### config.mk
export PLATFORM = sky130hd
export DESIGN_NAME = pwm_chan
export DESIGN_NICKNAME = d
export VERILOG_FILES = /design/src/rtl/pwm_pkg.sv /design/src/rtl/pwm_shadow.sv /design/src/rtl/pwm_counter.sv /design/src/rtl/pwm_level.sv /design/src/rtl/pwm_chan.sv
export SDC_FILE = /design/constraint.sdc
export NUM_CORES = 1
export LEC_CHECK = 0
export ABC_AREA = 1
export BUFFER_PORTS_ARGS = -buffer_cell sky130_fd_sc_hd__buf_2
export CAP_MARGIN = 20
export CORE_MARGIN = 5
export CORE_UTILIZATION = 59
export CTS_CLUSTER_SIZE = 20
export DETAILED_ROUTE_END_ITERATION = 8
export PLACE_DENSITY = 0.89
export SLEW_MARGIN = 20
export SYNTH_ARGS = -nofsm -noshare
export SYNTH_HDL_FRONTEND = slang
export SYNTH_HIERARCHICAL = 1
export SYNTH_SLANG_ARGS = --single-unit
### constraint.sdc
create_clock -name clk_i -period 5.5 [get_ports clk_i]
set_clock_uncertainty 0.1 [all_clocks]
set_input_delay 1.1 -clock clk_i [delete_from_list [all_inputs] [get_ports clk_i]]
set_output_delay 1.1 -clock clk_i [all_outputs]
set_load 0.005 [all_outputs]
### src/rtl/pwm_pkg.sv
package pwm_pkg;
  typedef enum logic {ALIGN_LEFT = 1'b0, ALIGN_CENTER = 1'b1} align_e;
endpackage

### src/rtl/pwm_shadow.sv
module pwm_shadow #(
  parameter int W = 8
) (
  input  logic         clk_i,
  input  logic         rst_ni,
  input  logic         en_i,
  input  logic         we_i,
  input  logic [W-1:0] wdata_i,
  input  logic         reload_i,
  output logic [W-1:0] act_o
);
  logic [W-1:0] buf_q, buf_d, act_q;

  assign buf_d = we_i ? wdata_i : buf_q;

  always_ff @(posedge clk_i or negedge rst_ni) begin
    if (!rst_ni) begin
      buf_q <= '0;
      act_q <= '0;
    end else begin
      buf_q <= buf_d;
      if (!en_i)         act_q <= buf_d;  // idle: writes pass straight through
      else if (reload_i) act_q <= buf_q;
    end
  end

  assign act_o = act_q;
endmodule

### src/rtl/pwm_counter.sv
module pwm_counter
  import pwm_pkg::*;
#(
  parameter int W = 8
) (
  input  logic         clk_i,
  input  logic         rst_ni,
  input  logic         step_i,
  input  logic         clr_i,
  input  align_e       align_i,
  input  logic [W-1:0] per_i,
  output logic [W-1:0] cnt_o,
  output logic         reload_o
);
  localparam logic [W-1:0] ONE = W'(1);

  logic [W-1:0] cnt_q, cnt_d;
  logic         up_q, up_d, wrap;

  always_comb begin
    cnt_d = cnt_q;
    up_d  = up_q;
    wrap  = 1'b0;
    if (clr_i) begin
      cnt_d = '0;
      up_d  = 1'b1;
      wrap  = 1'b1;
    end else if (step_i) begin
      if (align_i == ALIGN_LEFT) begin
        if (cnt_q >= per_i) begin
          cnt_d = '0;
          wrap  = 1'b1;
        end else begin
          cnt_d = cnt_q + ONE;
        end
      end else if (up_q && cnt_q < per_i) begin
        cnt_d = cnt_q + ONE;
      end else if (cnt_q <= ONE) begin
        cnt_d = '0;
        up_d  = 1'b1;
        wrap  = 1'b1;
      end else begin
        cnt_d = cnt_q - ONE;
        up_d  = 1'b0;
      end
    end
  end

  always_ff @(posedge clk_i or negedge rst_ni) begin
    if (!rst_ni) begin
      cnt_q <= '0;
      up_q  <= 1'b1;
    end else begin
      cnt_q <= cnt_d;
      up_q  <= up_d;
    end
  end

  assign cnt_o    = cnt_q;
  assign reload_o = wrap;
endmodule

### src/rtl/pwm_level.sv
module pwm_level #(
  parameter int W = 8
) (
  input  logic         clk_i,
  input  logic         rst_ni,
  input  logic         en_i,
  input  logic         pol_i,
  input  logic [W-1:0] cnt_i,
  input  logic [W-1:0] per_i,
  input  logic [W-1:0] duty_i,
  output logic         pwm_o
);
  logic active, pwm_q;

  // duty 0 never active; duty >= period active throughout
  assign active = (duty_i != '0) && ((cnt_i < duty_i) || (duty_i >= per_i));

  always_ff @(posedge clk_i or negedge rst_ni) begin
    if (!rst_ni) pwm_q <= 1'b0;
    else         pwm_q <= (en_i && active) ? pol_i : !pol_i;
  end

  assign pwm_o = pwm_q;
endmodule

### src/rtl/pwm_chan.sv
module pwm_chan
  import pwm_pkg::*;
#(
  parameter int W = 8
) (
  input  logic         clk_i,
  input  logic         rst_ni,
  input  logic         tick_i,
  input  logic         en_i,
  input  logic         pol_i,
  input  logic         center_i,
  input  logic         per_we_i,
  input  logic [W-1:0] per_wdata_i,
  input  logic         duty_we_i,
  input  logic [W-1:0] duty_wdata_i,
  input  logic         cnt_we_i,
  output logic [W-1:0] cnt_o,
  output logic         pwm_o
);
  logic         en_q, reload;
  logic [W-1:0] per_act, duty_act;
  align_e       align;

  assign align = center_i ? ALIGN_CENTER : ALIGN_LEFT;

  // enable changes only on a prescaler tick
  always_ff @(posedge clk_i or negedge rst_ni) begin
    if (!rst_ni)     en_q <= 1'b0;
    else if (tick_i) en_q <= en_i;
  end

  pwm_shadow #(.W(W)) u_per (
    .clk_i, .rst_ni, .en_i(en_q), .we_i(per_we_i), .wdata_i(per_wdata_i),
    .reload_i(reload), .act_o(per_act)
  );

  pwm_shadow #(.W(W)) u_duty (
    .clk_i, .rst_ni, .en_i(en_q), .we_i(duty_we_i), .wdata_i(duty_wdata_i),
    .reload_i(reload), .act_o(duty_act)
  );

  pwm_counter #(.W(W)) u_cnt (
    .clk_i, .rst_ni, .step_i(tick_i && en_q), .clr_i(cnt_we_i),
    .align_i(align), .per_i(per_act), .cnt_o(cnt_o), .reload_o(reload)
  );

  pwm_level #(.W(W)) u_lvl (
    .clk_i, .rst_ni, .en_i(en_q), .pol_i(pol_i), .cnt_i(cnt_o),
    .per_i(per_act), .duty_i(duty_act), .pwm_o(pwm_o)
  );
endmodule

# Yosys cells after proc, flatten, opt, wreduce, memory -nomap -nowiden
# Index checks and enable logic that the tools add are counted.
# totals
regBits	43
out_inout_bits	9
elab_cells	51
# classes
n_reduce_logical	10
addsub	2
n_eq_ne	2
n_mux	24
n_lt_le_gt_ge	5
# op_table
op	n
two-way mux 8 bit	12
greater-or-equal comparator 8 bit	2
less-than comparator 8 bit	2
two-way mux 1 bit	12
adder 8 x 1 -> 8 bit (second input constant)	1
<= comparator 8 x 1 -> 1 bit (second input constant)	1
nonzero test 8 bit	1
subtractor 8 x 1 -> 8 bit (second input constant)	1
logical AND 1 bit	4
nonzero test 2 bit	2
AND reduction 3 bit	1
!= test 2 x 1 -> 1 bit (second input constant)	1
!= test 2 bit (second input constant)	1
logical NOT 1 bit	1
logical OR 1 bit	1

# Logic depth before layout (Yosys ltp)
# logic_depth
depth_word	8
ltp_mapped	17
mapped_depth_nobuf	16

# Hierarchy
# Netlist, hierarchy kept.
# modules_own_cells
module	seq_area_each_um2	area_each_um2	n_inst	cells_each
pwm_shadow	400.4	849.6	2	111
pwm_counter	226.5	1121.1	1	148
pwm_level	25.0	481.7	1	79
pwm_chan	25.0	47.5	1	7

# Worst setup path after synthesis
# Ideal clock, no wire load.
# synth_timing
path_kind	input port to flip-flop
start	input tick_i
end	register u_per.act_q[0], in the netlist u_per/act_o[0]
setup_time_ps	117
path_stages	10
arrival_time_ps	2004
setup_slack_ps	3279
path_cell_list	nand2_1 -> inv_1 -> nor2_1 -> a31oi_1 -> buf_6 -> clkinv_4 -> nand3_1 -> nand2_1 -> inv_1 -> nand2_1
# synth_via
elab_chain_cells	4
# synth_lines
item	line	rtl
from (decl)	pwm_chan.sv:8	input logic tick_i,
logical AND 1 bit	pwm_chan.sv:43	.clk_i, .rst_ni, .step_i(tick_i && en_q), .clr_i(cnt_we_i),
two-way mux 1 bit	pwm_counter.sv:28	end else if (step_i) begin
two-way mux 1 bit	pwm_counter.sv:24	if (clr_i) begin
via reload	pwm_chan.sv:20	logic en_q, reload;
!= test 2 x 1 -> 1 bit (no line)	--	
to (signal assigned)	pwm_shadow.sv:22	if (!en_i) act_q <= buf_d;
to (signal assigned)	pwm_shadow.sv:23	else if (reload_i) act_q <= buf_q;
to (decl)	pwm_shadow.sv:12	logic [W-1:0] buf_q, buf_d, act_q;
# The timed path passes the listed nets, and every way through them passes these cells.
# A chain may end at the register's enable or synchronous reset.

# Worst setup path in the final report
# layout_timing
start	register u_cnt.cnt_q[5], in the netlist u_cnt/cnt_o[5]
end	register u_duty.act_q[6], in the netlist u_duty/act_o[6]
# layout_via
elab_chain_cells	7
# layout_lines
item	line	rtl
from (decl)	pwm_counter.sv:17	logic [W-1:0] cnt_q, cnt_d;
from (signal assigned)	pwm_counter.sv:54	cnt_q <= cnt_d;
<= comparator 8 x 1 -> 1 bit / less-than comparator 8 bit (equally long branches)	pwm_counter.sv:38, pwm_counter.sv:36	
two-way mux 1 bit / logical AND 1 bit (equally long branches)	pwm_counter.sv:38, pwm_counter.sv:36	
two-way mux 1 bit	pwm_counter.sv:36	end else if (up_q && cnt_q < per_i) begin
two-way mux 1 bit *	pwm_counter.sv:29	if (align_i == ALIGN_LEFT) begin
two-way mux 1 bit *	pwm_counter.sv:28	
two-way mux 1 bit *	pwm_counter.sv:24	
via reload	pwm_chan.sv:20	
!= test 2 x 1 -> 1 bit (no line) *	--	
to (signal assigned)	pwm_shadow.sv:22	
to (signal assigned)	pwm_shadow.sv:23	
to (decl)	pwm_shadow.sv:12	
# Mark *: on every way through the listed nets, which the timed path passes. The rest lies on a longest branch.

==> impl_metrics.csv <==
group,metric,value,unit
timing,slew_headroom,0.6149,
synthesis,ys_seq_area_frac,0.3216,
floorplan,top_level_ports,34,
final_layout,multiInputGateArea,0.001735,sq mm
worst_setup_path,end_kind,"flip-flop",
synthesis,async_flop_share,1.000,
synthesis,synthesis.nets,507,
synthesis,postSynthAreaPerCell,7.345,sq um
clocking,cts_tree,"yes",
placement,port_buffers,33,
global_route,grt_use_total,0.1971,
synthesis,synth_cell_types,37,
global_route,overflow,0,
global_route,grt_pass1_vias,2771,
final_layout,area_delta_synth_final,6.836,%
power,comb_power_share,0.346,
final_layout,insertedDiodeCount,0,
worst_setup_path,required,5.59,ns
drt,drtPass1Iterations,4,
clocking,cts_num_sinks,43,
floorplan,core_area,0.005507,sq mm
timing,fmax,0.3781,GHz
timing,tns,0,ns
worst_setup_path,cp_max_fo,18,
drt,drt_iter0_markers,117,
power,vdd_drop_max,0.1588,mV
timing,drv_slew,0,
floorplan,rows,27,
final_layout,seq_area,0.001077,sq mm
synthesis,netlist_instances,456,
drt,drc,0,
worst_setup_path,cp-start-kind,"flip-flop",
synthesis,synthesis.area,0.003349,sq mm
final_layout,fillCellCount,497,
power,p_seq_frac,0.425,
global_route,antenna_found_initial,0,
synthesis,yosys-top-cells-area,"dfrtp_1, nand2_1, inv_1",
power,p_leak,2.149,nW
floorplan,die_x,85.35,microns
synthesis,ys_dominant_reg_cell,"dfrtp_1",
clocking,postCtsSetupBuffers,0,
final_layout,drive_gt1_frac,0.1417,
drt,wl_per_cell,12.05,microns
clocking,cts-resized-gates,0,
global_route,grt_max_degree,44,
synthesis,synth_most_common_cell,"nand2_1",
global_route,grt_pass1_wl,11980,microns
drt,vias,2816,
timing,worstMarginPinSlew,0.5755,ns
timing,min_period,2.645,ns
floorplan,die_y,85.35,microns
worst_setup_path,worstPathArrival,2.74,ns
timing,timing.final.hold_violations,0,
drt,final_antenna_net_count,0,
floorplan,start_util,0.6083,
clocking,htreeDepth,2,
synthesis,ys_ff_latch,43,
timing,finalCritPeriodShare,0.4809,
clocking,cts_buffers,5,
synthesis,ys_warn_count,6,
final_layout,final_core_util,0.6499,
timing,rsz0062_at_grt,"false",
final_layout,nNetsFinal,537,
synthesis,synth_commonest_cells,"nand2_1, inv_1, nand3_1",
drt,totalWireLength,6735,microns
power,power_density,259.6,mW/mm^2
synthesis,synth.largest_area_cell,"dfrtp_1",
timing,final-setup-viol-count,0,
power,p_sw,0.3464,mW
placement,hpwl,5098,microns
clocking,clkTransAtPathRegs,0.08,ns
drt,vias_per_cell,5.038,
synthesis,synth_edf_count,0,
power,switching_share,0.3728,
clocking,clk_path_buf_depth,2,
clocking,worstSkewPairLatency,0.30,ns
clocking,cts_root_buf,"clkbuf_8",
job,max_cap_violations,0,
power,p_int,0.5827,mW
power,pwr-share-clk,0.229,
placement,gp_congestion,0.8423,
synthesis,synth_top_area_share,0.3138,
worst_hold_path,hold_path.class,"reg -> reg",
clocking,cts_hold_buf,0,
run_status,status,"complete, no violations",
worst_setup_path,criticalPathCategory,"reg -> reg",
floorplan,die-area,0.007284,sq mm
==> critical path: stages (launching register included) <==
cell and delay [ns]:
dfrtp_1 0.56, ha_1 0.39, nand2_1 0.06, nor2_1 0.19, nand4_1 0.16, nand3_2 0.13
nand2_1 0.09, a31oi_2 0.18, buf_4 0.29, clkinv_4 0.13, nand3_1 0.08, nand2_1 0.06
inv_1 0.07, nand2_1 0.05
==> area by class of cell <==
class | count | area share
multi-input combinational | 299 | 0.4850
tap | 72 | 0.02517
clock inverter | 1 | 0.002448
clock buffer | 7 | 0.02413
sequential | 43 | 0.3010
inverter | 102 | 0.1112
timing repair buffer | 35 | 0.05105
==> power by group through the flow <==
stage | Clock (mW) | Combinational (mW) | Sequential [mW]
after floorplan | 0 | 0.257 | 0.386
after global placement | 0 | 0.298 | 0.400
after detailed placement | 0 | 0.316 | 0.401
after CTS | 0.220 | 0.320 | 0.395
after global routing | 0.234 | 0.370 | 0.400
final | 0.213 | 0.321 | 0.395
==> kinds of logic (layout without fill, tap and decap cells) <==
logic type	count (synthesis)	count (layout)	synth area share
AND/OR/NAND/NOR	240	240	0.3440
buffers and inverters	114	145	0.1621
flip-flops	43	43	0.3216
adder cells (fa/ha/maj)	26	26	0.09712
AO/OA/AOI/OAI	23	23	0.04893
XOR/XNOR	10	10	0.02615
==> placed cells by master, fill, tap and decap left out, drive strengths merged, types with 3 or more instances in the layout <==
cell / Yosys / final
xor2: 7 / 7
inv: 100 / 100
nand4: 8 / 8
o21ai: 5 / 5
clkbuf: 0 / 7
buf: 12 / 35
ha: 26 / 26
nand3: 65 / 65
a21oi: 10 / 10
and2: 16 / 16
clkinv: 2 / 3
dfrtp: 42 / 42
nand2: 133 / 133
xnor2: 3 / 3
nor2: 14 / 14
==> through the flow <==
step / cell area [sq um] / hold slack, ns / cells / power (mW) / worst slack [ns]
final: 3578 / 0.4237 / 559 / 0.9291 / 2.855
after floorplan: 3349 / 0.3773 / 456 / 0.6436 / 3.279
after detailed placement: 3481 / 0.4116 / 551 / 0.7173 / 2.907
after global routing: 3578 / 0.4421 / 559 / 1.004 / 2.679
after CTS: 3576 / 0.4218 / 559 / 0.9345 / 2.918
after global placement: 3481 / 0.4009 / 551 / 0.6980 / 3.005
==> path summary, 6_finish.rpt <==
check                               startpoint         endpoint  slack [ns]  cells after the start
worst min-delay path                u_cnt/up_q       u_cnt/up_q        0.42                      2
max in group asynchronous               rst_ni       u_cnt/up_q        4.23                      1
min in group asynchronous               rst_ni  u_duty/buf_q[6]        0.68                      1
worst min register to register      u_cnt/up_q       u_cnt/up_q        0.42                      2
worst max-delay path            u_cnt/cnt_o[5]  u_duty/act_o[6]        2.85                     13
worst max register to register  u_cnt/cnt_o[5]  u_duty/act_o[6]        2.85                     13
==> per-layer routing <==
metal	share of wire	wire (microns)	global-route usage	vias up
met5	0	0	0	-
met3	0.042	286	0.03398	14
met2	0.49	3305	0.3411	66
met1	0.45	3033	0.2480	1269
met4	0.016	110	0.06475	0
li1	-	-	-	1467
==> state kept, by name (all words and copies together) (netlist names) <==
name and count:
en_q 1, u_duty/act_o 8, u_lvl/pwm_o 1, u_duty/buf_q 8
u_cnt/cnt_o 8, u_per/buf_q 8, u_cnt/up_q 1, u_per/act_o 8
Note: power is estimated with default switching activity, not from simulation.
